==> config.mk <==
export PLATFORM = sky130hd
export DESIGN_NAME = fifo_irq_gen
export DESIGN_NICKNAME = d
export VERILOG_FILES = /design/src/rtl/fifo_irq_pkg.sv /design/src/rtl/fifo_lvl_sat.sv /design/src/rtl/rx_irq_decode.sv /design/src/rtl/tx_irq_decode.sv /design/src/rtl/rx_ovf_track.sv /design/src/rtl/fifo_irq_gen.sv
export SDC_FILE = /design/constraint.sdc
export NUM_CORES = 1
export LEC_CHECK = 0
export BUFFER_PORTS_ARGS = -buffer_cell sky130_fd_sc_hd__buf_2
export CAP_MARGIN = 5
export CORE_MARGIN = 2
export CORE_UTILIZATION = 29
export DETAILED_ROUTE_END_ITERATION = 8
export GPL_ROUTABILITY_DRIVEN = 0
export RECOVER_POWER = 100
export SYNTH_ARGS = -nofsm -noshare
export SYNTH_HDL_FRONTEND = slang
export SYNTH_SLANG_ARGS = --single-unit
==> constraint.sdc <==
create_clock -name clk_i -period 2.8 [get_ports clk_i]
set_input_delay 0 -clock clk_i [delete_from_list [all_inputs] [get_ports clk_i]]
set_output_delay 0 -clock clk_i [all_outputs]
set_load 0.005 [all_outputs]
==> src/rtl/fifo_irq_pkg.sv <==
package fifo_irq_pkg;
  typedef enum logic [1:0] {WS_8 = 2'd0, WS_16 = 2'd1, WS_32 = 2'd2, WS_RSVD = 2'd3} word_size_e;
  typedef enum logic [1:0] {RX_EMPTY = 2'd0, RX_ANY = 2'd1, RX_HALF = 2'd2, RX_FULL = 2'd3} rx_mode_e;
  typedef enum logic [1:0] {TX_DRAINED = 2'd0, TX_EMPTY = 2'd1, TX_HALF = 2'd2, TX_ROOM = 2'd3} tx_mode_e;

  function automatic int unsigned elem_depth(int unsigned bytes, word_size_e ws);
    case (ws)
      WS_16:   return bytes / 2;
      WS_32:   return bytes / 4;
      default: return bytes;
    endcase
  endfunction
endpackage

==> src/rtl/fifo_lvl_sat.sv <==
module fifo_lvl_sat #(
  parameter int unsigned LVL_W = 5
) (
  input  logic             clk_i,
  input  logic             rst_ni,
  input  logic [LVL_W-1:0] lvl_i,
  input  logic [LVL_W-1:0] depth_i,
  output logic [LVL_W-1:0] lvl_o
);
  logic [LVL_W-1:0] lvl_q;

  always_ff @(posedge clk_i or negedge rst_ni) begin
    if (!rst_ni) lvl_q <= '0;
    else         lvl_q <= lvl_i;
  end

  // clamp against depth at the current word size
  assign lvl_o = (lvl_q > depth_i) ? depth_i : lvl_q;
endmodule

==> src/rtl/rx_irq_decode.sv <==
module rx_irq_decode
  import fifo_irq_pkg::*;
#(
  parameter int unsigned LVL_W = 5
) (
  input  rx_mode_e         mode_i,
  input  logic [LVL_W-1:0] lvl_i,
  input  logic [LVL_W-1:0] depth_i,
  output logic             irq_o
);
  logic half_full;
  assign half_full = {lvl_i, 1'b0} >= {1'b0, depth_i};

  always_comb begin
    case (mode_i)
      RX_EMPTY: irq_o = (lvl_i == '0);
      RX_ANY:   irq_o = (lvl_i != '0);
      RX_HALF:  irq_o = half_full;
      default:  irq_o = (lvl_i == depth_i);
    endcase
  end
endmodule

==> src/rtl/tx_irq_decode.sv <==
module tx_irq_decode
  import fifo_irq_pkg::*;
#(
  parameter int unsigned LVL_W = 5
) (
  input  tx_mode_e         mode_i,
  input  logic [LVL_W-1:0] lvl_i,
  input  logic [LVL_W-1:0] depth_i,
  input  logic             busy_i,
  output logic             irq_o
);
  logic empty, half_free;
  assign empty     = (lvl_i == '0);
  assign half_free = {lvl_i, 1'b0} <= {1'b0, depth_i};

  always_comb begin
    case (mode_i)
      TX_DRAINED: irq_o = empty & ~busy_i;
      TX_EMPTY:   irq_o = empty;
      TX_HALF:    irq_o = half_free;
      default:    irq_o = (lvl_i < depth_i);
    endcase
  end
endmodule

==> src/rtl/rx_ovf_track.sv <==
module rx_ovf_track (
  input  logic clk_i,
  input  logic rst_ni,
  input  logic set_i,
  input  logic clr_i,
  output logic ovf_o
);
  always_ff @(posedge clk_i or negedge rst_ni) begin
    if (!rst_ni)    ovf_o <= 1'b0;
    else if (set_i) ovf_o <= 1'b1;
    else if (clr_i) ovf_o <= 1'b0;
  end
endmodule

==> src/rtl/fifo_irq_gen.sv <==
module fifo_irq_gen
  import fifo_irq_pkg::*;
#(
  parameter int unsigned FIFO_BYTES = 16,
  localparam int unsigned LVL_W = $clog2(FIFO_BYTES) + 1
) (
  input  logic             clk_i,
  input  logic             rst_ni,
  input  logic             en_i,
  input  logic [1:0]       word_size_i,
  input  logic [1:0]       rx_mode_i,
  input  logic [1:0]       tx_mode_i,
  input  logic [LVL_W-1:0] tx_level_i,
  input  logic [LVL_W-1:0] rx_level_i,
  input  logic             tx_busy_i,
  input  logic             rx_push_i,
  input  logic             ovf_clr_i,
  input  logic             ovf_irq_en_i,
  output logic [LVL_W-1:0] tx_level_o,
  output logic [LVL_W-1:0] rx_level_o,
  output logic             rx_ovf_o,
  output logic             tx_irq_o,
  output logic             rx_irq_o,
  output logic             fault_irq_o
);
  logic [LVL_W-1:0] depth;
  logic             busy_q, tx_raw, rx_raw, ovf_set;

  assign depth = LVL_W'(elem_depth(FIFO_BYTES, word_size_e'(word_size_i)));

  always_ff @(posedge clk_i or negedge rst_ni) begin
    if (!rst_ni) busy_q <= 1'b0;
    else         busy_q <= tx_busy_i;
  end

  fifo_lvl_sat #(.LVL_W(LVL_W)) u_tx_lvl (
    .clk_i(clk_i), .rst_ni(rst_ni), .lvl_i(tx_level_i), .depth_i(depth), .lvl_o(tx_level_o)
  );
  fifo_lvl_sat #(.LVL_W(LVL_W)) u_rx_lvl (
    .clk_i(clk_i), .rst_ni(rst_ni), .lvl_i(rx_level_i), .depth_i(depth), .lvl_o(rx_level_o)
  );

  rx_irq_decode #(.LVL_W(LVL_W)) u_rx_dec (
    .mode_i(rx_mode_e'(rx_mode_i)), .lvl_i(rx_level_o), .depth_i(depth), .irq_o(rx_raw)
  );
  tx_irq_decode #(.LVL_W(LVL_W)) u_tx_dec (
    .mode_i(tx_mode_e'(tx_mode_i)), .lvl_i(tx_level_o), .depth_i(depth),
    .busy_i(busy_q), .irq_o(tx_raw)
  );

  assign ovf_set = en_i & rx_push_i & (rx_level_o == depth);

  rx_ovf_track u_ovf (
    .clk_i(clk_i), .rst_ni(rst_ni), .set_i(ovf_set), .clr_i(ovf_clr_i), .ovf_o(rx_ovf_o)
  );

  assign tx_irq_o    = en_i & tx_raw;
  assign rx_irq_o    = en_i & rx_raw;
  assign fault_irq_o = en_i & rx_ovf_o & ovf_irq_en_i;
endmodule

Yosys cells after proc, flatten, opt, wreduce, memory -nomap -nowiden
Index checks and enable logic that the tools add are counted.

Eq/ne operators: 7. Magnitude comparators: 5. Multiplexer cells: 7. Bitwise operators: 8. Reduce and logical (&&, ||, !) cells: 6.

Operator list (count): 5-bit greater-than comparator (2); 5-bit logical NOT (2); 5-bit two-way mux (2); 5-bit one-hot mux with 2 select lines (1); 1-bit AND (7); 2-bit by 1-bit == test with 1-bit output (second input constant) (3); 2-bit == test (second input constant) (3); 6-bit by 5-bit >= comparator with 1-bit output (1); 6-bit by 5-bit less-or-equal comparator with 1-bit output (1); 1-bit one-hot mux with 3 select lines (2); 5-bit == test (1); 5-bit < comparator (1); 5-bit nonzero test (1); 2-bit logical NOT (2); 1-bit two-way mux (2); 2-bit nonzero test (1); 1-bit inverter (1).

Bits in registers: 12.

Logic depth before layout (Yosys ltp)
Gate-level depths: netlist (run 1).

Depth after elaboration: 8. Mapped depth: 16. Depth with buffers taken out: 16.

Hierarchy
Synthesis (run 1) repeated with hierarchy kept, for this count alone.

Cell total of the unflattened synthesis: 129. Area, all modules: 1255.0 sq um.

By module, submodules not included: fifo_lvl_sat (times used 2, cells each 28, area an instance 330.3 sq um); tx_irq_decode (times used 1, cells each 29, area an instance 240.2 sq um); rx_irq_decode (times used 1, cells each 27, area an instance 193.9 sq um); fifo_irq_gen (times used 1, cells each 14, area an instance 123.9 sq um); rx_ovf_track (times used 1, cells each 3, area an instance 36.3 sq um).

Least setup slack after synthesis (run 1)
Ideal clock, no wire load.

Path type: register to output. Start point: register u_tx_lvl.lvl_q[3]. End point: output port tx_irq_o. Required time: 2.800 ns. Path buffers: 0. Arrival time: 2.647 ns. Setup slack: 0.153 ns. Stages on the path, launching flop included: 14. Cell sequence: dfrtp_1 > ha_1 > nor2b_1 > o21ai_0 > a21oi_1 > mux2i_1 > inv_1 > ha_1 > nor2b_1 > o21ai_0 > nand2b_1 > a211oi_1 > a31oi_1 > o21ai_0.

Cells in the longest elaborated chain, start to end: 6. Elaborated cells between the ends (all ways): 8.

RTL lines: start, declared (line fifo_lvl_sat.sv:10) `logic [LVL_W-1:0] lvl_q;`; start signal, assigned (line fifo_lvl_sat.sv:14) `else lvl_q <= lvl_i;`; 5-bit greater-than comparator (*) (line fifo_lvl_sat.sv:18) `assign lvl_o = (lvl_q > depth_i) ? depth_i : lvl_q;`; 5-bit two-way mux (*) (line fifo_lvl_sat.sv:18); via tx_level_o[2] (line fifo_irq_gen.sv:19) `output logic [LVL_W-1:0] tx_level_o,`; branches (longest 2 deep; another with 6-bit by 5-bit less-or-equal comparator with 1-bit output); 1-bit one-hot mux with 3 select lines (*) (line tx_irq_decode.sv:17) `case (mode_i)`; 1-bit AND (*) (line fifo_irq_gen.sv:57) `assign tx_irq_o = en_i & tx_raw;`; end, declared (line fifo_irq_gen.sv:22) `output logic tx_irq_o,`.

Mark *: on every way through the listed nets, which the timed path passes.

Worst setup path in the final report (run 1)
Start point: register u_tx_lvl.lvl_q[2]. End point: output port tx_irq_o.

Cells in the longest elaborated chain, start to end: 6. Elaborated cells between the ends (all ways): 8.

RTL lines (line): 5-bit greater-than comparator (fifo_lvl_sat.sv:18); 5-bit two-way mux (*) (fifo_lvl_sat.sv:18); branches (longest 2 deep; another with 6-bit by 5-bit less-or-equal comparator with 1-bit output); 1-bit one-hot mux with 3 select lines (*) (tx_irq_decode.sv:17); 1-bit AND (*) (fifo_irq_gen.sv:57).

Every way passes the cells marked *.

==> impl_metrics.ini, run 1 <==
[yosys]
yosys_warnings = 0
synth_enable_flop_cells = 0
synth-simple-area-share = 0.218
synth_top_area_cell = dfrtp_1
ys_ff_latch = 12
synth.area.top_cells = dfrtp_1 29%, ha_1 19%, inv_1 3.9%
synthAdderAreaFrac = 0.190
seq_area_frac_synth = 0.285
yosys.area.top_type_share = 0.285
synth_cell_type_count = 36
synth_top_family_by_area = simple AND/OR/NAND/NOR gates
synth_xor_area_frac = 0.0333
synthArstFlopShare = 1.00
synthesis.nets = 154
netlist_instances = 115
yosys-mux-area-fraction = 0.0404
syn-cell-area_mm2 = 0.00105
synth_compound_area_frac = 0.194
synth_area_per_cell_um2 = 9.15
post-synth-top-count-cell = ha_1
yosys-top-cells-count = 16 x ha_1, 12 x dfrtp_1, 11 x inv_1
synth_top_flop_cell = dfrtp_1

[global_routing]
grt-ovfl-total = 0
grt_start_max_net_pins = 13
busiest_layer = met2
grt_use_met3 = 0.0246
met2_usage = 0.271
antenna_found_initial = 0
grt_pass1_vias = 1186
groute.usage.overall = 0.143
gr-usage-met1 = 0.164
grt_pass1_wl_mm = 4.80

[detailed_routing]
drt_iter0_markers = 31
drt-total-wl_mm = 3.09
vias = 1122
postRouteAntennaNets = 0
drt-wirelength-per-cell_um = 13.4
drt_first_pass_iters = 4
vias_per_cell = 4.86
drc = 0

[critical_path]
cp_data_arrival_time_ns = 2.86
path_class = flip-flop to output port
rrSetupSlack_ns = 0.57
cp-end-kind = output port
slowest_delay_ns = 0.41
worst-path-max-fanout = 3
crit_top_cell = inv_1
worst-path-buf-inv = 4
crit_family = compound AO/OA/AOI/OAI gates
cp-start-kind = flip-flop
worstPathRequired_ns = 2.80
cp_slowest_cell = dfrtp_1
crit_chain = inv_1 -> ha_1 -> nand4b_1 -> nor2_1 -> a21oi_2 -> mux2i_1 -> inv_1 -> ha_4 -> nor2b_1 -> o21ai_2 -> buf_4 -> nand3b_1 -> a21o_1 -> o21ai_1 -> buf_2

[sta]
fin_crit_sh = 1.02
worst_pin_slew_ns = 0.607
fmax_mhz = 349
finalHoldViolCount = 0
report.final.slew_viol_count = 0
setup_viol = 1
finalCriticalPeriod_ns = 2.86
setup_ws_ns = -0.0615
rsz0062_at_grt = true
fin_skew_ns = 0.00357
slew_headroom = 0.595

[final_layout]
area_delta_synth_final_pct = 61.8
stdcell_area_mm2 = 0.00170
fin_nets = 225
layout-drive-gt1-share = 0.454
antennaDiodeCount = 0

[pwr]
irDropWorstVdd_mv = 0.229
power_density_mw_per_mm2 = 387
p_leak_uw = 0.000834

[floorplan]
die_w_um = 64.2
rows = 21
ios = 37
core_region_area_mm2 = 0.00342
die_y_um = 64.2
fp.dieArea_mm2 = 0.00413
start_util = 0.308

[clock_network]
clk_pin_slew_worst_paths_ns = 0.08
htree_levels = 1
max-clock-path-buffers = 2
cts.sinks = 12
tritoncts = yes
cts_made_buffers = 3
root_buffer = clkbuf_4
clkLatencyLatePin_ns = 0.27

[outcome]
status = finished with violations
violations = negative setup slack

[placed_design]
io_buffers = 36
hpwl_mm = 2.30
placed_area_mm2 = 0.00137
dp_slack_ns = -0.0559

[hold_path]
hp-class = input port to flip-flop

[flow_run]
cap_violations = 0
==> final timing paths <==
| check | startpoint | end | cells after the start |
|---|---|---|---|
| worst min-delay path | ovf_clr_i | u_ovf.ovf_o | 3 |
| max in group asynchronous | rst_ni | u_rx_lvl.lvl_q[4] | 2 |
| min in group asynchronous | rst_ni | u_tx_lvl.lvl_q[3] | 2 |
| worst max-delay path | u_tx_lvl.lvl_q[2] | tx_irq_o | 15 |
| worst max register to register | u_rx_lvl.lvl_q[4] | u_ovf.ovf_o | 8 |
| worst min register to register | u_ovf.ovf_o | u_ovf.ovf_o | 1 |
==> where the power goes <==
group | leakage, uW | total (uW) | switching (uW) | internal [uW]
combinational | 0.000672 | 331 | 155 | 176
clock | 0.0000210 | 134 | 55.1 | 78.9
sequential | 0.000140 | 193 | 10.2 | 183
==> flip-flops by register name (all words and copies together), names as in the netlist <==
signal / cells
u_ovf.ovf_o: 1
u_rx_lvl.lvl_q: 5
busy_q: 1
u_tx_lvl.lvl_q: 5
==> layout make-up <==
| class | count | area (um^2) |
|---|---|---|
| clock buffers | 4 | 36.3 |
| fillers | 329 | 1710 |
| inverters | 11 | 41.3 |
| multi-input cells | 92 | 831 |
| flip-flops and latches | 12 | 302 |
| well taps | 46 | 57.6 |
| repair buffers | 66 | 435 |
==> cells in the final DEF, fill, tap and decap left out, types with 4 or more instances in the layout <==
| cell type | netlist | final |
|---|---|---|
| buf_2 | 0 | 34 |
| buf_4 | 0 | 17 |
| dfrtp_1 | 12 | 11 |
| dlygate4sd3_1 | 0 | 13 |
| ha_1 | 16 | 11 |
| ha_4 | 0 | 5 |
| inv_1 | 11 | 10 |
| nand2_1 | 8 | 6 |
| nand3_1 | 7 | 4 |
| nor2_1 | 6 | 5 |
| o21ai_0 | 8 | 4 |
==> kinds of logic (layout without fill, tap and decap cells) <==
group / after synthesis / after routing
xor gates and xnor gates: 4 / 4
AOI/OAI and AO/OA: 27 / 27
muxes: 4 / 4
DFF: 12 / 12
buffers and inverters: 11 / 81
and+or+nand+nor: 41 / 41
adders and majority gates: 16 / 16
==> worst register-to-register path: cells and delay by family, from the launching register on <==
family          cells  cell delay, ns
compound gates      5            1.18
flops               1            0.42
fa+ha+maj           1            0.33
simple gates        1            0.12
buf+inv             1            0.13
==> repair_timing <==
| item | 4_1_cts | 5_1_grt |
|---|---|---|
| gates resized for setup | 6 | 21 |
| hold buffers | 13 | 0 |
| setup endpoints to repair | 2 | 2 |
| endpoints found under the hold margin | 24 | 0 |
| buffers inserted | 3 | 4 |
| pin swaps | 5 | 13 |
==> layer usage <==
layer	vias up	wire (um)	part of all wire
met5	-	0	0
met4	0	26	0.0084
met3	2	138	0.045
met2	36	1590	0.52
met1	526	1330	0.43
li1	558	-	-
==> metrics by stage <==
stage               setup TNS [ns]  total power [uW]  instances   util  hold slack [ns]
floorplan                        0               347        115      -           -0.296
global placement                 0               442        207  0.400           -0.119
detailed placement         -0.0559               452        207  0.400           -0.116
CTS                         -0.111               611        227  0.458          0.00131
global route                -0.298               710        231  0.499          0.00896
finish                     -0.0615               659        231  0.499          0.00654
Power figures use the tool's default switching activity.
==> run 2, diff against run 1 <==
--- a/config.mk
+++ b/config.mk
@@ -5,6 +5,7 @@
 export SDC_FILE = /design/constraint.sdc
 export NUM_CORES = 1
 export LEC_CHECK = 0
+export ABC_AREA = 1
 export BUFFER_PORTS_ARGS = -buffer_cell sky130_fd_sc_hd__buf_2
 export CAP_MARGIN = 5
 export CORE_MARGIN = 2
==> impl_metrics.ini, run 2 <==
[floorplan]
die_y_um = 65.0
core_region_area_mm2 = 0.00361
ios = 37
fp.dieArea_mm2 = 0.00422
start_util = 0.299
die_w_um = 65.0
rows = 22

[critical_path]
crit_chain = ha_4 -> a21oi_1 -> nand2_2 -> nand2_2 -> nand2_1 -> o21ai_2 -> inv_2 -> ha_1 -> a21oi_2 -> o21a_1 -> a21oi_1 -> nor2_1 -> nand2_1 -> a21oi_1 -> buf_2
cp_data_arrival_time_ns = 2.56
startpoint = u_tx_lvl.lvl_q[4]
cp-start-kind = flip-flop
worstPathRequired_ns = 2.80
path_class = flip-flop to output port
cp-end-kind = output port
crit_top_cell = a21oi_1
cp_slowest_cell = dfrtp_1
slowest_delay_ns = 0.41
crit-reg2reg-launch = u_rx_lvl.lvl_q[3]
worst-path-max-fanout = 6

[yosys]
syn-cell-area_mm2 = 0.00108
synth_top_family_by_area = simple AND/OR/NAND/NOR gates
synth_compound_area_frac = 0.0720
yosys.area.top_type_share = 0.279
seq_area_frac_synth = 0.279
yosys-top-cells-count = 47 x nand2_1, 36 x inv_1, 16 x ha_1
synth_top_flop_cell = dfrtp_1
synth_xor_area_frac = 0
yosys-mux-area-fraction = 0
synthArstFlopShare = 1.00
yosys_warnings = 0
ys_ff_latch = 12
synthAdderAreaFrac = 0.186
synth_cell_type_count = 16
synth_area_per_cell_um2 = 6.69
synth_top_area_cell = dfrtp_1
synth-simple-area-share = 0.338
synth_enable_flop_cells = 0
synthesis.nets = 200
post-synth-top-count-cell = nand2_1
synth.area.top_cells = dfrtp_1 28%, ha_1 19%, nand2_1 16%
netlist_instances = 161

[global_routing]
grt_pass1_vias = 1059
grt_use_met3 = 0.0191
antenna_found_initial = 0
grt_start_max_net_pins = 13
gr-usage-met1 = 0.163
busiest_layer = met2
grt-ovfl-total = 0
grt_pass1_wl_mm = 4.26
groute.usage.overall = 0.128
met2_usage = 0.218

[final_layout]
fin_nets = 257
final_common_cell = nand2_1
layout-drive-gt1-share = 0.264
area_delta_synth_final_pct = 43.0
reg_top3 = u_rx_lvl.lvl_q (5), u_tx_lvl.lvl_q (5)
antennaDiodeCount = 0
layout_common_cells = 45 x nand2_1, 34 x inv_1, 33 x buf_2
nFillCells = 395
final_core_util = 0.427

[sta]
setup_viol = 0
report.final.slew_viol_count = 0
fin_skew_ns = 0.0000966
finalHoldViolCount = 0
fin_crit_sh = 0.915
slew_headroom = 0.585
finalCriticalPeriod_ns = 2.56
worst_pin_slew_ns = 0.622
setup_tns_ns = 0
fmax_mhz = 390

[flow_run]
cap_violations = 0

[clock_network]
root_buffer = clkbuf_8
max-clock-path-buffers = 2
cts_made_buffers = 3
cts.sinks = 12
clkLatencyLatePin_ns = 0.23
htree_levels = 1
tritoncts = yes
clk_pin_slew_worst_paths_ns = 0.05

[pwr]
irDropWorstVdd_mv = 0.233
finalPower_uw = 628
power_density_mw_per_mm2 = 408
p_leak_uw = 0.000902

[detailed_routing]
vias_per_cell = 4.23
drt-wirelength-per-cell_um = 9.34
drc = 0
drt-total-wl_mm = 2.47
vias = 1118
postRouteAntennaNets = 0
drt_first_pass_iters = 4
drt_iter0_markers = 24

[placed_design]
hpwl_mm = 2.03
io_buffers = 36

[outcome]
status = finished clean

[hold_path]
hp-start = ovf_clr_i
hp-class = input port to flip-flop
run 2: metal layers:
metal  vias up  share of wire  wire [um]
met1       491           0.48       1180
met5         -              0          0
met2        17           0.48       1180
li1        608              -          -
met3         2          0.032         79
met4         0         0.0093         23
run 2: path summary, 6_finish.rpt:
path / to / slack, ns / cells past startpoint
max: tx_irq_o / 0.24 / 15
min: u_ovf.ovf_o / 0.006 / 4
max reg2reg: u_ovf.ovf_o / 1.03 / 12
min reg2reg: u_ovf.ovf_o / 0.50 / 2
max in group asynchronous: u_rx_lvl.lvl_q[4] / 2.08 / 2
min in group asynchronous: u_ovf.ovf_o / 0.32 / 2
run 2: kinds of logic after synthesis:
logic type,count (synthesis)
buffers and inverters,36
DFF,12
AOI/OAI and AO/OA,14
and+or+nand+nor,83
adders and majority gates,16
run 2: timing repair:
action / 4_1_cts / 5_1_grt
hold endpoints to repair: 23 / 0
setup endpoints to repair: 0 / 2
hold buffers: 12 / 0
resized for setup: 0 / 12
setup buffers: 0 / 1
run 2: through the flow:
step	hold slack, ns	setup WS [ns]	instances	instance area (um^2)
2_1_floorplan	-0.296	0.576	161	1080
3_3_place_gp	-0.118	0.264	248	1340
3_5_place_dp	-0.111	0.174	248	1340
4_1_cts	0.00625	0.111	263	1500
5_1_grt	0.0234	-0.0182	264	1540
6_report	0.00626	0.238	264	1540
run 2: final cells by class:
| cell class | count | area (um^2) | area share |
|---|---|---|---|
| clock buffers | 3 | 41.3 | 0.0268 |
| multi-input cells | 113 | 677 | 0.439 |
| repair buffers | 52 | 327 | 0.212 |
| well taps | 48 | 60.1 | 0.0390 |
| flip-flops and latches | 12 | 300 | 0.195 |
| inverters | 36 | 135 | 0.0877 |
run 2: power breakdown:
part           internal [uW]  switching, uW  leakage (uW)
Clock                   93.6           49.9     0.0000216
Sequential               184           5.93      0.000142
Combinational            128            167      0.000739
Total                    405            223      0.000902
run 2: worst max-delay path: cells and delay by family, from the launching register on:
kind            cells  cell delay [ns]
flops               1             0.41
compound gates      6             0.70
buf+inv             2             0.18
fa+ha+maj           2             0.55
simple gates        5             0.47
